==> config.mk <==
export PLATFORM = sky130hd
export DESIGN_NAME = hz6_eval
export DESIGN_NICKNAME = d
export VERILOG_FILES = /design/src/rtl/hz6_pkg.sv /design/src/rtl/hz6_datapath.sv /design/src/rtl/hz6_ctrl.sv /design/src/rtl/hz6_eval.sv
export SDC_FILE = /design/constraint.sdc
export NUM_CORES = 1
export LEC_CHECK = 0
export ABC_CLOCK_PERIOD_IN_PS = 3600
export BUFFER_PORTS_ARGS = -buffer_cell sky130_fd_sc_hd__buf_2
export CAP_MARGIN = 20
export CORE_UTILIZATION = 48
export DETAILED_ROUTE_END_ITERATION = 12
export HOLD_SLACK_MARGIN = 0.05
export PLACE_DENSITY_LB_ADDON = 0.3
export SLEW_MARGIN = 20
export SYNTH_ARGS = -nofsm -noshare
export SYNTH_HDL_FRONTEND = slang
export SYNTH_SLANG_ARGS = --single-unit
==> constraint.sdc <==
create_clock -name clk -period 3.6 [get_ports clk]
set_clock_uncertainty 0.1 [all_clocks]
set_input_delay 0.54 -clock clk [delete_from_list [all_inputs] [get_ports clk]]
set_output_delay 0.54 -clock clk [all_outputs]
set_load 0.03 [all_outputs]
==> src/rtl/hz6_pkg.sv <==
package hz6_pkg;
  localparam int CODE_W  = 3;
  localparam int OP_W    = 3;
  localparam int TRIT_W  = 2;
  localparam int SEQ_LEN = 3;
  localparam int P_PRE   = SEQ_LEN - 1;
  localparam int P_MID   = 1;
  localparam int P_POST  = 0;

  typedef logic [TRIT_W-1:0] trit_t;
  typedef logic [SEQ_LEN-1:0][TRIT_W-1:0] seq_t;
  typedef logic [CODE_W-1:0] code_t;

  localparam trit_t T0 = 2'b00;
  localparam trit_t T1 = 2'b01;
  localparam trit_t TU = 2'b10;

  localparam code_t V_ZERO = 3'd0;
  localparam code_t V_ONE  = 3'd1;
  localparam code_t V_RISE = 3'd2;
  localparam code_t V_FALL = 3'd3;
  localparam code_t V_HZ0  = 3'd4;
  localparam code_t V_HZ1  = 3'd5;

  localparam logic [OP_W-1:0] OP_AND  = 3'd0;
  localparam logic [OP_W-1:0] OP_OR   = 3'd1;
  localparam logic [OP_W-1:0] OP_NAND = 3'd2;
  localparam logic [OP_W-1:0] OP_NOR  = 3'd3;
  localparam logic [OP_W-1:0] OP_NOT  = 3'd4;

  typedef struct packed {
    logic load;
  } ctrlStrobe_t;

  function automatic logic codeLegal(input code_t c);
    return c <= V_HZ1;
  endfunction

  function automatic seq_t mkSeq(input trit_t pre, input trit_t mid, input trit_t post);
    seq_t s;
    s[P_PRE]  = pre;
    s[P_MID]  = mid;
    s[P_POST] = post;
    return s;
  endfunction

  function automatic seq_t decodeSeq(input code_t c);
    case (c)
      V_ONE:   return mkSeq(T1, T1, T1);
      V_RISE:  return mkSeq(T0, TU, T1);
      V_FALL:  return mkSeq(T1, TU, T0);
      V_HZ0:   return mkSeq(T0, TU, T0);
      V_HZ1:   return mkSeq(T1, TU, T1);
      default: return mkSeq(T0, T0, T0);
    endcase
  endfunction

  function automatic code_t encodeSeq(input seq_t s);
    if (s[P_PRE] == s[P_POST]) begin
      if (s[P_MID] == s[P_PRE]) return (s[P_PRE] == T1) ? V_ONE : V_ZERO;
      return (s[P_PRE] == T1) ? V_HZ1 : V_HZ0;
    end
    return (s[P_PRE] == T0) ? V_RISE : V_FALL;
  endfunction

  function automatic trit_t tritAnd(input trit_t a, input trit_t b);
    if (a == T0 || b == T0) return T0;
    if (a == TU || b == TU) return TU;
    return T1;
  endfunction

  function automatic trit_t tritOr(input trit_t a, input trit_t b);
    if (a == T1 || b == T1) return T1;
    if (a == TU || b == TU) return TU;
    return T0;
  endfunction

  function automatic trit_t tritNot(input trit_t a);
    if (a == TU) return TU;
    return (a == T1) ? T0 : T1;
  endfunction

  function automatic trit_t evalPos(input logic [OP_W-1:0] op, input trit_t a, input trit_t b);
    case (op)
      OP_AND:  return tritAnd(a, b);
      OP_OR:   return tritOr(a, b);
      OP_NAND: return tritNot(tritAnd(a, b));
      OP_NOR:  return tritNot(tritOr(a, b));
      OP_NOT:  return tritNot(a);
      default: return T0;
    endcase
  endfunction
endpackage

==> src/rtl/hz6_datapath.sv <==
module hz6_datapath
  import hz6_pkg::*;
(
  input  logic              clk,
  input  logic              rstN,
  input  ctrlStrobe_t       strobe,
  input  logic [CODE_W-1:0] opA,
  input  logic [CODE_W-1:0] opB,
  input  logic [OP_W-1:0]   opCode,
  input  logic              buildOld,
  input  logic              buildNew,
  output logic [CODE_W-1:0] resVal,
  output logic              resHaz,
  output logic              resErr,
  output logic [CODE_W-1:0] buildCode
);
  seq_t seqA, seqB, resSeq, buildSeq;
  logic opOk, aOk, bOk, anyErr, seqHaz;
  code_t resCode;

  assign seqA = decodeSeq(opA);
  assign seqB = decodeSeq(opB);

  for (genvar p = 0; p < SEQ_LEN; p++) begin : g_pos
    assign resSeq[p] = evalPos(opCode, seqA[p], seqB[p]);
  end

  assign opOk   = (opCode <= OP_NOT);
  assign aOk    = codeLegal(opA);
  assign bOk    = codeLegal(opB) || (opCode == OP_NOT);
  assign anyErr = !(opOk && aOk && bOk);

  assign resCode = encodeSeq(resSeq);
  assign seqHaz  = (resSeq[P_PRE] == resSeq[P_POST]) && (resSeq[P_MID] == TU);

  always_ff @(posedge clk) begin
    if (!rstN) begin
      resVal <= V_ZERO;
      resHaz <= 1'b0;
      resErr <= 1'b0;
    end else if (strobe.load) begin
      resVal <= anyErr ? V_ZERO : resCode;
      resHaz <= !anyErr && seqHaz;
      resErr <= anyErr;
    end
  end

  always_comb begin
    buildSeq = mkSeq({1'b0, buildOld},
                     (buildOld != buildNew) ? TU : {1'b0, buildOld},
                     {1'b0, buildNew});
    buildCode = encodeSeq(buildSeq);
  end
endmodule

==> src/rtl/hz6_ctrl.sv <==
module hz6_ctrl
  import hz6_pkg::*;
(
  input  logic        clk,
  input  logic        rstN,
  input  logic        inValid,
  input  logic        outReady,
  output logic        inReady,
  output logic        outValid,
  output ctrlStrobe_t strobe
);
  assign inReady     = !outValid || outReady;
  assign strobe.load = inValid && inReady;

  always_ff @(posedge clk) begin
    if (!rstN)            outValid <= 1'b0;
    else if (strobe.load) outValid <= 1'b1;
    else if (outReady)    outValid <= 1'b0;
  end
endmodule

==> src/rtl/hz6_eval.sv <==
module hz6_eval
  import hz6_pkg::*;
(
  input  logic              clk,
  input  logic              rstN,
  input  logic              inValid,
  output logic              inReady,
  input  logic [CODE_W-1:0] opA,
  input  logic [CODE_W-1:0] opB,
  input  logic [OP_W-1:0]   opCode,
  input  logic              outReady,
  output logic              outValid,
  output logic [CODE_W-1:0] outVal,
  output logic              outHazard,
  output logic              outError,
  input  logic              buildOld,
  input  logic              buildNew,
  output logic [CODE_W-1:0] buildCode
);
  ctrlStrobe_t strobe;

  hz6_ctrl ctrl_i (
    .clk(clk), .rstN(rstN), .inValid(inValid), .outReady(outReady),
    .inReady(inReady), .outValid(outValid), .strobe(strobe)
  );

  hz6_datapath dp_i (
    .clk(clk), .rstN(rstN), .strobe(strobe), .opA(opA), .opB(opB),
    .opCode(opCode), .buildOld(buildOld), .buildNew(buildNew),
    .resVal(outVal), .resHaz(outHazard), .resErr(outError),
    .buildCode(buildCode)
  );
endmodule

==> impl_metrics.yaml, run 1 <==
status:
  status: "complete, no violations"
die:
  die-width_um: 39.9
  core_um2: 1320
  start_util: 0.524
  pin_count: 25
  die_h_um: 39.9
  fp-row-count: 13
  dieArea_um2: 1590
synthesis:
  synth_edf_count: 0
  synth_top_family_by_area: "simple AND/OR/NAND/NOR gates"
  postSynth.asyncResetShare: 0
  seq_area_frac_synth: 0.174
  synthMuxAreaShare: 0.0435
  ys_types: 37
  syn_inst: 92
  synth-xor-area-share: 0.0380
  synth_area_um2: 691
  synth.top_cell.area_share: 0.174
  synth_fp_nets: 113
  yosys_most_used_dff: "dfxtp_1"
  syn_area_per_cell_um2: 7.51
  synth-simple-area-share: 0.373
  synth_seq_cells: 6
  synth-compound-area-share: 0.185
  ys_warn_count: 0
  yosys-top-cells-area: "dfxtp_1, ha_1, nor3b_1"
  yosys.area.top_type: "dfxtp_1"
  synthAdderAreaFrac: 0.109
layout:
  multiInputGateArea_um2: 517
  final_common_cell: "buf_2"
  syn_to_final_growth_pct: 19.4
  finalNonFillerCells: 129
  final-seq-area_um2: 120
  nets: 137
  nFillCells: 128
  layout_common_cells: "buf_2, inv_1, nand2_1"
  antenna_cells: 0
  drive_above_1_share: 0.281
job:
  drv_cap: 0
power:
  peakVddDrop_uv: 263
  internal-power_mw: 0.147
  p_leak_nw: 0.399
  power.density_nw_per_um2: 282
  power_frac_clock: 0.268
  p_seq_frac: 0.309
  power.switching_mw: 0.0855
  comb_power_share: 0.423
  switching_share: 0.367
clocking:
  ctsHoldBuffers: 0
  cts_buffers: 3
  post_cts_buffers: 0
  path_clk_slew_ps: 40
  htreeDepth: 1
  cts_tree: "yes"
  worstSkewPairLatency_ps: 240
  cts.path.max_buffers: 2
  clock_sinks: 6
  cts_resized: 0
  clockRootBuffer: "clkbuf_4"
timing:
  rsz0062_at_grt: "false"
  clock.fmax_ghz: 0.350
  layout_min_cycle_time_ps: 2860
  finalSetupViolations: 0
  min_period_over_period: 0.795
  tightest_slew_ps: 523
  finalHoldViolCount: 0
  slew_headroom: 0.651
  timing.setup.tns_ps: 0
  maxSlewViolCount: 0
setup_path:
  crit_path_end_kind: "flip-flop"
  r2r_slack_ps: 2160
  r2r-end: "dp_i.resVal[2]$_SDFFE_PN0P_"
  cp.required_ps: 3660
  critPathMaxStageDelay_ps: 510
  crit_fanout: 5
  crit_family: "simple AND/OR/NAND/NOR gates"
  worstReg2RegStart: "ctrl_i.outValid$_SDFFE_PN0P_"
  reg2reg_depth: 6
  critical_path_class: "in -> reg"
  crit_chain: "buf_2 > nor3b_1 > inv_1 > ha_1 > or4b_4 > and2_4 > o211a_1 > nor3_1 > xor2_1 > nand2b_1 > a221oi_2"
  crit_buf_inv: 2
  arrival_ps: 2920
  startpoint_type: "input pin"
  cp_slowest_cell: "or4b_4"
detailed_routing:
  via_per_inst: 5.60
  ant_nets: 0
  first_pass_iters: 4
  drtIter0Drc: 14
  drc: 0
  totalWireLength_um: 1600
  wl_per_cell_um: 12.4
  num_vias: 723
global_route:
  grt_use_total: 0.230
  grt_pass1_vias: 619
  grt_pass1_wl_um: 2400
  overflow: 0
  grt_max_degree: 12
  antenna_found_initial: 0
hold_path:
  hold_start: "dp_i.resVal[0]$_SDFFE_PN0P_"
  holdPathEnd: "dp_i.resVal[0]$_SDFFE_PN0P_"
  hold_class: "reg -> reg"
  hold_depth: 2
placement:
  dp_hpwl_um: 1340
  place_inst: 126
  port_buffers: 24
  gp_congestion: 0.779
==> power groups by stage <==
stage | registers (mW) | clock network, mW | logic [mW]
after CTS | 0.0718 | 0.0644 | 0.0986
final | 0.0719 | 0.0625 | 0.0985
after global placement | 0.0729 | 0 | 0.0949
after floorplan | 0.0802 | 0 | 0.0646
after global routing | 0.0723 | 0.0677 | 0.109
after detailed placement | 0.0730 | 0 | 0.0981
==> worst max-delay path by stage <==
| stage | start | end | slack, ps | cells after the start |
|---|---|---|---|---|
| global route | opA[1] | dp_i.resVal[2]$_SDFFE_PN0P_ | 610 | 11 |
| CTS | opA[1] | dp_i.resVal[2]$_SDFFE_PN0P_ | 730 | 11 |
| finish | opA[1] | dp_i.resVal[2]$_SDFFE_PN0P_ | 740 | 11 |
| detailed placement | opA[1] | dp_i.resVal[2]$_SDFFE_PN0P_ | 480 | 11 |
| floorplan | opA[1] | dp_i.resVal[2]$_SDFFE_PN0P_ | 780 | 10 |
| global placement | opA[1] | dp_i.resVal[2]$_SDFFE_PN0P_ | 550 | 11 |
==> area by class of cell <==
type	count	share of cell area
Multi-Input combinational cell	74	0.627
Inverter	7	0.0319
Tap cell	15	0.0228
Timing Repair Buffer	24	0.146
Sequential cell	6	0.146
Clock buffer	3	0.0273
==> flip-flops by register name, indices dropped and copies added (netlist names) <==
signal           cells
dp_i.resHaz          1
dp_i.resErr          1
ctrl_i.outValid      1
dp_i.resVal          3
==> metal layers <==
metal | part of all wire | wire length, um | vias up | track usage
met2 | 0.51 | 808 | 22 | 0.415
li1 | - | - | 374 | -
met4 | 0.0025 | 4 | 0 | 0.0431
met1 | 0.44 | 704 | 325 | 0.256
met3 | 0.053 | 84 | 2 | 0.0833
met5 | 0 | 0 | - | 0
==> worst register-to-register path, cell delays in order (launching register included) <==
cell and delay (ps):
dfxtp_1 300, nand2b_1 90, nand2_1 170, nor2_1 120, o21ai_1 110, nand2b_1 220, a221oi_2 240
==> cell usage after synthesis, types with 2 or more instances <==
library cell	n
inv_1	7
nand2_1	7
a21oi_1	6
dfxtp_1	6
ha_1	6
nor2_1	6
nor3b_1	6
nand3_1	5
nand2b_1	4
nor3_1	4
mux2i_1	3
nor2b_1	3
buf_4	2
clkbuf_1	2
o21ai_1	2
xor2_1	2
==> logic make-up (layout without fill, tap and decap cells) <==
kind of cell,Yosys count,after routing
fa+ha+maj,6,6
flops,6,6
compound gates,18,18
mux,3,3
buf+inv,12,34
simple gates,44,44
xor+xnor,3,3
==> metrics by stage <==
stage	cell area (um^2)	power, mW	hold WS, ps	worst slack, ps	util
after floorplan	691	0.145	483	777	-
after global placement	802	0.168	343	546	0.609
after detailed placement	802	0.171	354	479	0.609
after CTS	825	0.235	360	732	0.626
after global routing	825	0.249	379	611	0.626
final	825	0.233	358	739	0.626
No activity file was read; power rests on OpenSTA's default activity.
==> inputs of run 2 (changes only) <==
--- a/config.mk
+++ b/config.mk
@@ -5,10 +5,10 @@
 export SDC_FILE = /design/constraint.sdc
 export NUM_CORES = 1
 export LEC_CHECK = 0
-export ABC_CLOCK_PERIOD_IN_PS = 3600
+export ABC_CLOCK_PERIOD_IN_PS = 2400
 export BUFFER_PORTS_ARGS = -buffer_cell sky130_fd_sc_hd__buf_2
 export CAP_MARGIN = 20
-export CORE_UTILIZATION = 48
+export CORE_UTILIZATION = 43
 export DETAILED_ROUTE_END_ITERATION = 12
 export HOLD_SLACK_MARGIN = 0.05
 export PLACE_DENSITY_LB_ADDON = 0.3
==> constraint.sdc (replaced) <==
create_clock -name clk -period 2.4 [get_ports clk]
set_clock_uncertainty 0.1 [all_clocks]
set_input_delay 0.36 -clock clk [delete_from_list [all_inputs] [get_ports clk]]
set_output_delay 0.36 -clock clk [all_outputs]
set_load 0.03 [all_outputs]
==> run 2 against run 1 <==
  * Highest routed layer unchanged
  * Hold slack lost 100 ps
  * Worst setup slack lost 760 ps
  * Sequential cell count is the same
  * Clock-buffer cell count is the same
  * Final cell count grew 7.0%
  * The flow now finishes with violations (negative setup slack)
==> impl_metrics.yaml, run 2 (same netlist as run 1, synthesis figures left out) <==
hold_path:
  hold_class: "in -> reg"
power:
  switching_share: 0.359
  power.density_nw_per_um2: 389
  p_seq_frac: 0.290
  p_leak_nw: 0.452
  power_frac_clock: 0.252
  internal-power_mw: 0.238
  p_total_mw: 0.371
  peakVddDrop_uv: 341
  power.switching_mw: 0.133
  comb_power_share: 0.458
timing:
  maxSlewViolCount: 0
  clock.fmax_ghz: 0.413
  finalSetupViolations: 1
  min_period_over_period: 1.01
  tightest_slew_ps: 426
  setup_ws_ps: -23.9
  rsz0062_at_grt: "true"
  finalHoldViolCount: 0
  layout_min_cycle_time_ps: 2420
  slew_headroom: 0.714
clocking:
  clockRootBuffer: "clkbuf_4"
  ctsHoldBuffers: 0
  clock_sinks: 6
  post_cts_buffers: 0
  worstSkewPairLatency_ps: 240
  cts_buffers: 3
  path_clk_slew_ps: 50
  cts.path.max_buffers: 2
  htreeDepth: 1
  cts_tree: "yes"
layout:
  nFillCells: 143
  finalNonFillerCells: 138
  top_register: "dp_i.resVal"
  antenna_cells: 0
  largest_reg_flops: 3
  final_common_cell: "buf_2"
  syn_to_final_growth_pct: 38.2
  layout_common_cells: "buf_2, buf_4, nand2_1"
  post-route-util: 0.634
  drive_above_1_share: 0.393
  nets: 145
placement:
  place_ws_ps: -342
  gp_congestion: 0.825
  dp_hpwl_um: 1300
  port_buffers: 24
  place_inst: 135
detailed_routing:
  drtIter0Drc: 16
  wl_per_cell_um: 11.4
  first_pass_iters: 4
  totalWireLength_um: 1570
  via_per_inst: 5.44
  num_vias: 751
  ant_nets: 0
  drc: 0
setup_path:
  arrival_ps: 2480
  crit_fanout: 4
  crit_family: "simple AND/OR/NAND/NOR gates"
  crit_chain: "buf_8 > nor3b_4 > inv_2 > ha_4 > or4b_4 > and2_4 > o211a_1 > nor3_2 > xor2_1 > nand2b_1 > a221oi_2"
  critPathMaxStageDelay_ps: 490
  critical_path_class: "in -> reg"
  crit_buf_inv: 2
  cp_slowest_cell: "or4b_4"
  crit_path_end_kind: "flip-flop"
  cp.required_ps: 2460
  startpoint_type: "input pin"
status:
  status: "complete, but fails checks"
  violations: "negative setup slack"
die:
  fp-row-count: 14
  die-width_um: 42.1
  start_util: 0.458
  die_h_um: 42.1
  core_um2: 1510
  dieArea_um2: 1770
  pin_count: 25
job:
  drv_cap: 0
global_route:
  grt_pass1_wl_um: 2820
  grt_use_total: 0.203
  antenna_found_initial: 0
  grt_pass1_vias: 679
  grt_max_degree: 12
  overflow: 0
## run 2: cell count changes in the layout (fill, tap and decap cells not counted), sizes merged
cell  before  now
buf       24   32
## run 2: path summary, 6_finish.rpt
check | startpoint | endpoint | slack, ps | depth (start not counted)
setup reg to reg | ctrl_i.outValid$_SDFFE_PN0P_ | dp_i.resVal[2]$_SDFFE_PN0P_ | 960 | 6
hold reg to reg | dp_i.resHaz$_SDFFE_PN0P_ | dp_i.resHaz$_SDFFE_PN0P_ | 360 | 2
hold / removal | inValid | ctrl_i.outValid$_SDFFE_PN0P_ | 250 | 3
setup / recovery | opA[2] | dp_i.resVal[2]$_SDFFE_PN0P_ | -20 | 11
## run 2: power groups by stage
stage / clock, mW / sequential, mW / combinational, mW
floorplan: 0 / 0.120 / 0.102
global placement: 0 / 0.109 / 0.161
CTS: 0.0974 / 0.108 / 0.169
finish: 0.0934 / 0.108 / 0.170
global route: 0.105 / 0.108 / 0.188
detailed placement: 0 / 0.110 / 0.164
## run 2: repair_timing
item | CTS | global route
pin swaps | 2 | 1
resized for setup | 6 | 1
setup endpoints to repair | 2 | 3
cloned | 0 | 0
## run 2: through the flow
| stage | hold WS [ps] | setup TNS, ps | area [um^2] |
|---|---|---|---|
| 2_1_floorplan | 389 | -69.6 | 728 |
| 3_3_place_gp | 341 | -674 | 901 |
| 3_5_place_dp | 348 | -826 | 901 |
| 4_1_cts | 251 | -26.1 | 950 |
| 5_1_grt | 293 | -232 | 955 |
| 6_report | 255 | -23.9 | 955 |
## run 2: per-layer routing
layer | track usage | wire length, um | part of all wire
met5 | 0 | 0 | 0
met2 | 0.366 | 779 | 0.50
met3 | 0.0517 | 64 | 0.041
met4 | 0.0375 | 17 | 0.011
met1 | 0.243 | 711 | 0.45
## run 2: final cells by class
type | instances | area (um^2) | area share
Timing Repair Buffer | 32 | 196 | 0.206
Clock buffer | 3 | 22.5 | 0.0236
Multi-Input combinational cell | 74 | 569 | 0.596
Inverter | 7 | 26.3 | 0.0275
Tap cell | 16 | 20.0 | 0.0210
Sequential cell | 6 | 120 | 0.126
## run 2: worst min-delay path, stage by stage
cell and delay (ps):
buf_2 100, inv_1 40, a21oi_1 50
